[src/rtl/scl_tg_pkg.sv]
package scl_tg_pkg;
    localparam int CFG_W     = 16;
    localparam int SMP_W     = 3;
    localparam int STP_W     = 6;
    localparam int HS_STP_W  = 3;
    localparam int N_SMP_LSB = 8;
    localparam int N_STP_LSB = 0;
    localparam int H_SMP_LSB = 12;
    localparam int H_STP_LSB = 8;
    localparam int H_KEY_LSB = 0;
    localparam logic [1:0] HS_KEY = 2'b11;

    typedef struct packed {
        logic [SMP_W-1:0] smp;
        logic [STP_W-1:0] stp;
    } lim_t;
endpackage

[src/rtl/scl_cfg_decode.sv]
module scl_cfg_decode
    import scl_tg_pkg::*;
(
    input  logic             hs_mode,
    input  logic [CFG_W-1:0] norm_cfg,
    input  logic [CFG_W-1:0] hs_cfg,
    output lim_t             lim
);
    logic hs_valid;
    logic unused_cfg_bits;

    assign hs_valid        = hs_mode && (hs_cfg[H_KEY_LSB +: 2] == HS_KEY);
    assign unused_cfg_bits = ^{norm_cfg, hs_cfg};

    always_comb begin
        lim = '0;
        if (hs_valid) begin
            lim.smp = hs_cfg[H_SMP_LSB +: SMP_W];
            lim.stp = STP_W'(hs_cfg[H_STP_LSB +: HS_STP_W]);
        end else begin
            lim.smp = norm_cfg[N_SMP_LSB +: SMP_W];
            lim.stp = norm_cfg[N_STP_LSB +: STP_W];
        end
    end
endmodule

[src/rtl/scl_prediv.sv]
module scl_prediv #(
    parameter int DIV = 4
) (
    input  logic clk,
    input  logic rst_n,
    input  logic clr,
    output logic tick,
    output logic first
);
    generate
        if (DIV <= 1) begin : g_bypass
            logic unused_pd;
            assign unused_pd = clk ^ rst_n ^ clr;
            assign tick  = 1'b1;
            assign first = 1'b1;
        end else begin : g_count
            localparam int PW = $clog2(DIV);
            localparam logic [PW-1:0] LAST = PW'(DIV - 1);
            logic [PW-1:0] cnt_d, cnt_q;

            always_comb begin
                cnt_d = cnt_q;
                if (clr)               cnt_d = '0;
                else if (cnt_q == LAST) cnt_d = '0;
                else                   cnt_d = cnt_q + 1'b1;
            end

            always_ff @(posedge clk) begin
                if (!rst_n) cnt_q <= '0;
                else        cnt_q <= cnt_d;
            end

            assign tick  = (cnt_q == LAST);
            assign first = (cnt_q == '0);
        end
    endgenerate
endmodule

[src/rtl/scl_nest_cnt.sv]
module scl_nest_cnt
    import scl_tg_pkg::*;
(
    input  logic             clk,
    input  logic             rst_n,
    input  logic             clr,
    input  logic             tick,
    input  lim_t             lim,
    output logic [SMP_W-1:0] smp_cnt,
    output logic [STP_W-1:0] stp_cnt,
    output logic             wrap
);
    typedef struct packed {
        logic [SMP_W-1:0] smp;
        logic [STP_W-1:0] stp;
    } cnt_t;

    cnt_t c_d, c_q;
    logic smp_last, stp_last;

    assign smp_last = (c_q.smp == lim.smp);
    assign stp_last = (c_q.stp == lim.stp);

    always_comb begin
        c_d = c_q;
        if (clr) begin
            c_d = '0;
        end else if (tick) begin
            if (smp_last) begin
                c_d.smp = '0;
                c_d.stp = stp_last ? '0 : c_q.stp + 1'b1;
            end else begin
                c_d.smp = c_q.smp + 1'b1;
            end
        end
    end

    always_ff @(posedge clk) begin
        if (!rst_n) c_q <= '0;
        else        c_q <= c_d;
    end

    assign smp_cnt = c_q.smp;
    assign stp_cnt = c_q.stp;
    assign wrap    = tick && smp_last && stp_last;
endmodule

[src/rtl/scl_tg.sv]
module scl_tg
    import scl_tg_pkg::*;
#(
    parameter int PREDIV = 4
) (
    input  logic             clk,
    input  logic             rst_n,
    input  logic             enable,
    input  logic             hs_mode,
    input  logic [CFG_W-1:0] norm_cfg,
    input  logic [CFG_W-1:0] hs_cfg,
    output logic             scl_out,
    output logic             fall_en,
    output logic             rise_en,
    output logic             sample_stb
);
    typedef struct packed {
        logic run;
        logic scl;
        lim_t lim;
    } state_t;

    state_t st_d, st_q;
    lim_t   live_lim;
    logic   cnt_clr, tick, pre_first, wrap;
    logic [SMP_W-1:0] smp_cnt;
    logic [STP_W-1:0] stp_cnt;
    logic [STP_W:0]   mid_step;

    scl_cfg_decode u_dec (
        .hs_mode  (hs_mode),
        .norm_cfg (norm_cfg),
        .hs_cfg   (hs_cfg),
        .lim      (live_lim)
    );

    assign cnt_clr = !(enable && st_q.run);

    scl_prediv #(.DIV(PREDIV)) u_pre (
        .clk   (clk),
        .rst_n (rst_n),
        .clr   (cnt_clr),
        .tick  (tick),
        .first (pre_first)
    );

    scl_nest_cnt u_cnt (
        .clk     (clk),
        .rst_n   (rst_n),
        .clr     (cnt_clr),
        .tick    (tick),
        .lim     (st_q.lim),
        .smp_cnt (smp_cnt),
        .stp_cnt (stp_cnt),
        .wrap    (wrap)
    );

    always_comb begin
        st_d = st_q;
        if (!enable) begin
            st_d.run = 1'b0;
            st_d.scl = 1'b1;
            st_d.lim = live_lim;
        end else if (!st_q.run) begin
            st_d.run = 1'b1;
            st_d.scl = 1'b1;
            st_d.lim = live_lim;
        end else if (wrap) begin
            st_d.scl = ~st_q.scl;
            st_d.lim = live_lim;
        end
    end

    always_ff @(posedge clk) begin
        if (!rst_n) begin
            st_q     <= '0;
            st_q.scl <= 1'b1;
        end else begin
            st_q <= st_d;
        end
    end

    assign mid_step   = ({1'b0, st_q.lim.stp} + 1'b1) >> 1;
    assign scl_out    = st_q.scl;
    assign fall_en    = st_q.run && st_q.scl && wrap;
    assign rise_en    = st_q.run && !st_q.scl && wrap;
    assign sample_stb = st_q.run && st_q.scl && pre_first &&
                        (smp_cnt == '0) && ({1'b0, stp_cnt} == mid_step);
endmodule

[config.mk]
export PLATFORM = sky130hd
export DESIGN_NAME = scl_tg
export DESIGN_NICKNAME = d
export VERILOG_FILES = /design/src/rtl/scl_tg_pkg.sv /design/src/rtl/scl_cfg_decode.sv /design/src/rtl/scl_prediv.sv /design/src/rtl/scl_nest_cnt.sv /design/src/rtl/scl_tg.sv
export SDC_FILE = /design/constraint.sdc
export NUM_CORES = 1
export LEC_CHECK = 0
export BUFFER_PORTS_ARGS = -buffer_cell sky130_fd_sc_hd__buf_2
export CORE_MARGIN = 2
export CORE_UTILIZATION = 50
export CTS_CLUSTER_SIZE = 30
export DETAILED_ROUTE_END_ITERATION = 16
export GPL_TIMING_DRIVEN = 0
export PLACE_DENSITY = 0.86
export SLEW_MARGIN = 25
export SYNTH_ARGS = -nofsm -noshare
export SYNTH_HDL_FRONTEND = slang
export SYNTH_SLANG_ARGS = --single-unit
[constraint.sdc]
create_clock -name clk -period 3.8 [get_ports clk]
set_input_delay 1.14 -clock clk [delete_from_list [all_inputs] [get_ports clk]]
set_output_delay 1.14 -clock clk [all_outputs]
set_load 0.01 [all_outputs]
# == Word level (Yosys, flattened, before mapping) ==
# Cells that the tools add are included.
# word_totals
in_bits,36
regBits,22
elab_cells,44
# classes
n_eq_ne,6
n_bitwise,3
n_mux,6
n_addsub,4
reduce_logical,18
# op_table
op,count
$mux W10,2
$eq A6 B6 Y1,2
$logic_and A1 B1 Y1,11
$mux W11,1
$mux W9,1
$add A6 B1 Y7 const B,1
$add A6 B1 Y6 const B,1
$mux W6,1
$eq A2 B2 Y1 const B,2
$reduce_and A2 Y1,2
$add A3 B1 Y3 const B,1
$eq A3 B3 Y1,1
$logic_not A3 Y1,1
$mux W3,1
$ne A3 B2 Y1 const B,1
$not A1 Y1,3
$reduce_and A3 Y1,1
$reduce_or A3 Y1,1
$add A2 B1 Y2 const B,1
$logic_not A2 Y1,1
$logic_not A1 Y1,1

# == Longest topological paths before layout ==
# Gate-level depths: netlist of run 1.
# logic_depth
ltp_word,6
ltp_mapped,8
mapped_depth_nobuf,6

# == By module ==
# A second synthesis of run 1 with hierarchy kept.
# hier_totals
hier_cells,169
area_unflattened_um2,1491.4
# modules_own_cells
mod,area_each_um2,seq_area_each_um2,cells_each,instances
scl_tg,659.4,220.2,84,1
scl_nest_cnt,624.3,180.2,67,1
scl_cfg_decode,107.6,0.0,10,1
scl_prediv,100.1,40.0,8,1

# == Worst setup path before layout of run 1 ==
# No wires, ideal clock.
# synth_timing
kind,reg2out
startpoint,register st_q[2] (netlist name)
endpoint,output rise_en
stages_incl_launch_ff,6
arrival_ns,1.470
required_time_ns,2.660
slack_ns,1.190
cell_sequence,dfxtp_1 -> clkbuf_2 -> xor2_1 -> nor4_4 -> nand3_1 -> nor3b_1
# synth_via
elab_chain_cells,3
# synth_rtl
element,line_no,text
start: declaration,scl_tg.sv:23,"state_t st_d, st_q;"
start signal: assignment,scl_tg.sv:79,st_q <= st_d;
$eq A6 B6 Y1,scl_nest_cnt.sv:22,assign stp_last = (c_q.stp == lim.stp);
$logic_and A1 B1 Y1,scl_nest_cnt.sv:45,assign wrap = tick && smp_last && stp_last;
$logic_and A1 B1 Y1,scl_tg.sv:86,assign rise_en = st_q.run && !st_q.scl && wrap;
end: declaration,scl_tg.sv:14,"output logic rise_en,"
# No other way between the ends.

# == Final worst setup path of run 1 ==
# layout_timing
startpoint,register st_q[1] (netlist name)
endpoint,output sample_stb
# layout_via
elab_chain_cells,3
# layout_rtl
element,line_no,text
$add A6 B1 Y7,scl_tg.sv:83,"assign mid_step = ({1'b0, st_q.lim.stp} + 1'b1) >> 1;"
$eq A6 B6 Y1,scl_tg.sv:88,"(smp_cnt == '0) && ({1'b0, stp_cnt} == mid_step);"
$logic_and A1 B1 Y1,scl_tg.sv:88,
end: declaration,scl_tg.sv:15,output logic sample_stb
# No other way between the ends.

==> results of run 1 <==
-- flip-flops by register name (all words and copies together) (netlist names) --
name / flops
u_pre.g_count.cnt_q: 2
u_cnt.smp_cnt: 3
st_q: 10
scl_out: 1
u_cnt.stp_cnt: 6
-- metrics by stage --
step	hold WS, ns	utilization	cells
detailed placement	0.453	0.577	219
CTS	0.471	0.590	223
global route	0.498	0.590	223
global placement	0.445	0.577	219
floorplan	0.427	-	164
finish	0.471	0.590	223
-- report_power, final --
part	switching [W]	total, W	internal [W]
registers	0.00000959	0.000248	0.000238
logic	0.0000351	0.0000700	0.0000349
clock network	0.0000716	0.000130	0.0000585
-- final cells by class --
| class | instances | area, sq um |
|---|---|---|
| buffer | 8 | 42.5 |
| tap | 31 | 38.8 |
| clock buffer | 4 | 36.3 |
| inverter | 9 | 33.8 |
| fill | 237 | 1100 |
| multi-input combinational | 125 | 873 |
| sequential | 22 | 440 |
| timing repair buffer | 24 | 120 |
-- layout by cell type, fill, tap and decap left out, types with 2 or more instances in the layout --
cell type   n
and2_1      2
mux2i_1     7
xor2_1     10
clkbuf_4    3
o21a_1      3
o21ai_0     5
a21oi_1    11
ha_1        6
nor3_1      2
dfxtp_1    22
buf_4       2
or4_1       3
o211a_1     6
nand3b_1    2
inv_1       9
buf_2      27
a31o_2      4
nand2_1    14
nor2_1     10
nor3b_1     2
and3_1      6
xnor2_1     7
clkbuf_1    2
nand3_1    14
-- worst paths after layout --
kind,endpoint,cells past startpoint
setup / recovery,sample_stb,6
hold / removal,u_pre.g_count.cnt_q[0],1
setup reg to reg,st_q[2],8
hold reg to reg,u_pre.g_count.cnt_q[0],1
-- cell families after synthesis --
family,count (synthesis)
buf+inv,17
simple gates,60
xor+xnor,17
flops,22
mux,7
fa+ha+maj,6
compound gates,35
-- layer usage --
| metal | up-vias | share of wire | global-route usage |
|---|---|---|---|
| li1 | 645 | - | - |
| met1 | 565 | 0.46 | 0.226 |
| met2 | 13 | 0.51 | 0.336 |
| met3 | 5 | 0.016 | 0.0253 |
| met4 | 0 | 0.013 | 0.0748 |
| met5 | - | 0 | 0 |
-- cell usage after synthesis (3+ instances only) --
| cell type | n |
|---|---|
| nand3_1 | 14 |
| buf_2 | 3 |
| o21ai_0 | 5 |
| xor2_1 | 10 |
| xnor2_1 | 7 |
| or4_1 | 3 |
| inv_1 | 9 |
| dfxtp_1 | 22 |
| a31o_2 | 4 |
| o21a_1 | 3 |
| nand2_1 | 14 |
| a21oi_1 | 11 |
| o211a_1 | 6 |
| mux2i_1 | 7 |
| nor2_1 | 10 |
| ha_1 | 6 |
| and3_1 | 6 |
-- critical path, cell delays in order, from the launching register on --
cell,delay [ns]
dfxtp_1,0.50
ha_1,0.30
xor2_1,0.14
a2111oi_0,0.46
o2111ai_1,0.18
nor2_1,0.13
buf_2,0.14
==> flow_summary.rst, run 1 <==
.. list-table::
   :header-rows: 1

   * - Metric
     - Value
   * - Number of iterations in the first detailed-routing pass
     - 4
   * - Clock network latency to the later pin of the worst-skew pair
     - 0.31 ns
   * - Relative slew slack
     - 0.670
   * - DP Area
     - 0.00155 sq mm
   * - Library cell occupying the most area in the post-synthesis netlist
     - dfxtp_1
   * - Post-layout min period
     - 3.30 ns
   * - Post-CTS setup buffers
     - 0
   * - Die Height
     - 56.7 microns
   * - First-pass GRT wire length
     - 4930 microns
   * - Register bit total from synthesis
     - 22
   * - Die area
     - 0.00322 sq mm
   * - Max-capacitance violation count
     - 0
   * - Worst-case setup slack after placement
     - 0.827 ns
   * - Beginning of the critical path
     - st_q[1]
   * - Dominant combinational cell family by area after synthesis
     - simple AND/OR/NAND/NOR gates
   * - Worst IR Drop VDD
     - 278 uV
   * - Result of the run
     - completed
   * - Adder-cell share of the synthesized area
     - 0.0540
   * - Cells taking the most area after synthesis
     - dfxtp_1 32%, xor2_1 6.3%, ha_1 5.4%, mux2i_1 5.0%, nand3_1 5.0%
   * - Pin count of the biggest net entering global routing
     - 13
   * - Total power
     - 0.000448 W
   * - Final net count
     - 235
   * - Diode insertion count for antenna repair
     - 0
   * - Total number of yosys warnings
     - 0
   * - Antenna-violating nets left
     - 0
   * - Skew final
     - 0.0156 ns
   * - WL per Instance
     - 12.4 microns
   * - Post-route standard cell area excluding fillers
     - 0.00159 sq mm
   * - Hold violation total from the final report
     - 0
   * - Syn nets
     - 206
   * - Number of global-route vias before repair
     - 1214
   * - Depth of the CTS H-tree
     - 1
   * - Worst flop-to-flop path startpoint
     - st_q[2]
   * - Data arrival at the endpoint of the critical path
     - 2.16 ns
   * - Clock net sink count
     - 22
   * - Setup repair after global routing missed its margin
     - no
   * - Setup TNS
     - 0 ns
   * - Post-synth top area share
     - 0.317
   * - Placer Congestion
     - 0.859
   * - Async SR Flop Fraction
     - 0
   * - Combined global-route utilization of all metal layers
     - 0.188
   * - Initial detailed-routing violation count
     - 37
   * - Netlist area before placement
     - 0.00139 sq mm
   * - Start point of the worst min-delay path
     - u_pre.g_count.cnt_q[0]
   * - Synth Area in XOR/XNOR
     - 0.107
   * - Input/output buffers
     - 24
   * - Number of flops mapped to enable cells by yosys
     - 0
   * - Post-synthesis compound-gate area fraction
     - 0.178
   * - Layout-stage area growth over the synthesis result
     - 14.0%
   * - Share of the clock period used by the worst path
     - 0.868
   * - Share of synthesized area occupied by flip-flops and latches
     - 0.317
   * - Ys flop type
     - dfxtp_1
   * - Critical path data required time
     - 2.66 ns
   * - Simple logic cell fraction of the synthesized area
     - 0.239
   * - Core Rows
     - 19
   * - Avg Inst Size Synth
     - 8.48 sq um
   * - Deepest clock path buffer count
     - 2
   * - Startpoint Class
     - flop
   * - Fmax
     - 303 MHz
   * - Horizontal die dimension
     - 56.7 microns
   * - Vias per Instance
     - 5.51
   * - Hold-fix buffers at CTS
     - 0
   * - Number of vias after detailed routing
     - 1228
   * - Grt total ovfl
     - 0
   * - Cts bufs inserted
     - 3
   * - Floorplan core area
     - 0.00269 sq mm
   * - Resize count post-CTS
     - 0
   * - Cell at the root of the clock tree
     - clkbuf_4
   * - Leakage dissipation
     - 0.741 nW
   * - Power density relative to cell area
     - 283 mW/mm^2
   * - Clock tree from TritonCTS
     - built
   * - Remaining design rule violation count
     - 0
   * - Routed wire length
     - 2760 microns
   * - Critical path class
     - reg2out
   * - Worst min-delay path category
     - reg2reg
   * - CP endpoint kind
     - output port
   * - Fraction of final layout cells sized beyond drive strength 1
     - 0.219
   * - Post-synthesis mux area share
     - 0.0504
   * - Count of pins on the block boundary
     - 40
   * - Initial core utilization
     - 0.517
   * - Worst-path clk slew
     - 0.13 ns
   * - Setup violations, final
     - 0
   * - Final worst slack
     - 0.503 ns
   * - Netlist cell types
     - 35
   * - Gate Count Post-Synth
     - 164
   * - Register-to-register setup slack
     - 1.88 ns
   * - Antenna violations before repair
     - 0
   * - Maximum fanout count along the critical path
     - 7
   * - DP Wirelength
     - 2140 microns
   * - Worst slew pin tran
     - 0.482 ns
   * - Total count of max-transition violations in the final report
     - 0
Note: power is estimated with default switching activity, not from simulation.
==> run 2, diff against run 1 <==
RECOVER_POWER = 25   (was not set)
==> run 2 against run 1 <==
Effect of this change: sequential power hardly changed; global-route usage stayed put; utilization is 0.61 points lower; worst setup slack worse by 0.15 ns; largest cell class unchanged; highest routed layer unchanged.
==> flow_summary.rst, run 2 (same netlist as run 1, synthesis figures left out) <==
.. list-table::
   :header-rows: 1

   * - Metric
     - Value
   * - Cell Count Post-Placement
     - 219 (unchanged)
   * - Routed wire length
     - 2790 microns (was 2760 microns)
   * - Global-route track usage on met3
     - 0.0253 (unchanged)
   * - Area of the multi-input gates
     - 858 sq um (was 873 sq um)
   * - Initial core utilization
     - 0.517 (unchanged)
   * - Maximum fanout count along the critical path
     - 9 (was 7)
   * - Layout-stage area growth over the synthesis result
     - 12.9% (was 14.0%)
   * - Post-layout min period
     - 3.45 ns (was 3.30 ns)
   * - Final core utilization
     - 0.584 (was 0.590)
   * - Worst min-delay path category
     - reg2reg (unchanged)
   * - Critical path data required time
     - 2.66 ns (about the same)
   * - Max-capacitance violation count
     - 0 (unchanged)
   * - Worst slew pin tran
     - 0.768 ns (was 0.482 ns)
   * - Busiest metal layer after global routing
     - met2 (unchanged)
   * - Resize count post-CTS
     - 0 (unchanged)
   * - Horizontal die dimension
     - 56.7 microns (unchanged)
   * - Initial detailed-routing violation count
     - 24 (was 37)
   * - Diode insertion count for antenna repair
     - 0 (unchanged)
   * - DP Wirelength
     - 2140 microns (unchanged)
   * - Hold-fix buffers at CTS
     - 0 (unchanged)
   * - Pin count of the biggest net entering global routing
     - 13 (unchanged)
   * - Final net count
     - 235 (unchanged)
   * - Input/output buffers
     - 24 (unchanged)
   * - Clock net sink count
     - 22 (unchanged)
   * - Depth of the CTS H-tree
     - 1 (unchanged)
   * - First-pass GRT wire length
     - 4930 microns (unchanged)
   * - Clock tree from TritonCTS
     - built (unchanged)
   * - Die Height
     - 56.7 microns (unchanged)
   * - Setup TNS
     - 0 ns (unchanged)
   * - Core Rows
     - 19 (unchanged)
   * - Setup violations, final
     - 0 (unchanged)
   * - Clock network latency to the later pin of the worst-skew pair
     - 0.32 ns (was 0.31 ns)
   * - Final non-filler cell total
     - 223 (unchanged)
   * - Post-CTS setup buffers
     - 0 (unchanged)
   * - Data arrival at the endpoint of the critical path
     - 2.31 ns (was 2.16 ns)
   * - Number of vias after detailed routing
     - 1238 (was 1228)
   * - Power density relative to cell area
     - 284 mW/mm^2 (was 283 mW/mm^2)
   * - Highest-count cells in the layout ignoring fill and taps
     - 26 x buf_2, 22 x dfxtp_1, 14 x nand3_1, 14 x nand2_1, 11 x a21oi_1 (was 27 x buf_2, 22 x dfxtp_1, 14 x nand3_1, 14 x nand2_1, 11 x a21oi_1)
   * - Share of the clock period used by the worst path
     - 0.908 (was 0.868)
   * - Placer Congestion
     - 0.859 (unchanged)
   * - Hold violation total from the final report
     - 0 (unchanged)
   * - Final-layout worst hold slack
     - 0.471 ns (about the same)
   * - Worst-case setup slack after placement
     - 0.827 ns (unchanged)
   * - Antenna-violating nets left
     - 0 (unchanged)
   * - Result of the run
     - completed (unchanged)
   * - Worst Hold Path Cells
     - 1 (unchanged)
   * - Cts bufs inserted
     - 3 (unchanged)
   * - Grt total ovfl
     - 0 (unchanged)
   * - WL per Instance
     - 12.5 microns (was 12.4 microns)
   * - Startpoint Class
     - flop (unchanged)
   * - Register area
     - 440 sq um (unchanged)
   * - Fraction of final layout cells sized beyond drive strength 1
     - 0.208 (was 0.219)
   * - Number of iterations in the first detailed-routing pass
     - 4 (unchanged)
   * - CP endpoint kind
     - output port (unchanged)
   * - Global Route met2 Usage
     - 0.336 (unchanged)
   * - Reg with most FFs
     - st_q (unchanged)
   * - Cell at the root of the clock tree
     - clkbuf_4 (unchanged)
   * - Number of flip-flops under the largest register name
     - 10 (unchanged)
   * - Skew final
     - 0.0163 ns (was 0.0156 ns)
   * - Combined global-route utilization of all metal layers
     - 0.188 (unchanged)
   * - Worst-path clk slew
     - 0.13 ns (about the same)
   * - Cell count of the worst reg-to-reg path
     - 8 (unchanged)
   * - Remaining design rule violation count
     - 0 (unchanged)
   * - Worst IR Drop VDD
     - 278 uV (about the same)
   * - Total count of max-transition violations in the final report
     - 0 (unchanged)
   * - Die area
     - 0.00322 sq mm (unchanged)
   * - Floorplan core area
     - 0.00269 sq mm (unchanged)
   * - Fmax
     - 290 MHz (was 303 MHz)
   * - Critical path class
     - reg2out (unchanged)
   * - Met1 track utilization from global routing
     - 0.226 (unchanged)
   * - Final worst slack
     - 0.350 ns (was 0.503 ns)
   * - Vias per Instance
     - 5.55 (was 5.51)
   * - Antenna violations before repair
     - 0 (unchanged)
   * - Deepest clock path buffer count
     - 2 (unchanged)
   * - Filler cell count in the final layout
     - 239 (was 237)
   * - Relative slew slack
     - 0.483 (was 0.670)
   * - Count of pins on the block boundary
     - 40 (unchanged)
   * - Leakage dissipation
     - 0.735 nW (was 0.741 nW)
   * - Most frequent standard cell in the layout excluding fill and tap cells
     - buf_2 (unchanged)
   * - Setup repair after global routing missed its margin
     - no (unchanged)
   * - Number of global-route vias before repair
     - 1214 (unchanged)
run 2: changes by cell type in the layout (fill, tap and decap cells not counted), sizes merged:
cell	previous run	this run
buf	29	28
clkbuf	7	8
run 2: power breakdown:
group	internal (W)	switching (W)	total, W
clock network	0.0000586	0.0000720	0.000131
logic	0.0000333	0.0000338	0.0000671
registers	0.000238	0.00000973	0.000248
total	0.000330	0.000116	0.000446
run 2: routing by layer:
metal / part of all wire / routed length [microns] / up-vias
li1: - / - / 644
met1: 0.45 / 1260 / 570
met2: 0.52 / 1440 / 20
met3: 0.023 / 65 / 4
met4: 0.0097 / 27 / 0
met5: 0 / 0 / -
run 2: layout make-up:
cell class                      count  area share
Sequential cell                    22       0.281
Tap cell                           31      0.0247
Inverter                            9      0.0215
Clock buffer                        4      0.0231
Timing Repair Buffer               24      0.0758
Buffer                              8      0.0271
Multi-Input combinational cell    125       0.547
run 2: per-stage QoR:
stage | power, W | area [sq um]
floorplan | 0.000301 | 1390
global placement | 0.000321 | 1550
detailed placement | 0.000323 | 1550
CTS | 0.000449 | 1590
global route | 0.000465 | 1570
finish | 0.000446 | 1570
run 2: worst max-delay path, stage by stage (launching register included):
cell     delay [ns]
dfxtp_1        0.32
buf_2          0.17
xor2_1         0.16
nor4_1         0.69
nand3_1        0.26
nor3b_1        0.23
buf_2          0.16
run 2: path summary, 6_finish.rpt:
check | from | slack (ns) | end
max | u_cnt.stp_cnt[2] | 0.35 | rise_en
min reg2reg | u_pre.g_count.cnt_q[0] | 0.47 | u_pre.g_count.cnt_q[0]
max reg2reg | u_cnt.stp_cnt[2] | 1.57 | st_q[2]
min | u_pre.g_count.cnt_q[0] | 0.47 | u_pre.g_count.cnt_q[0]
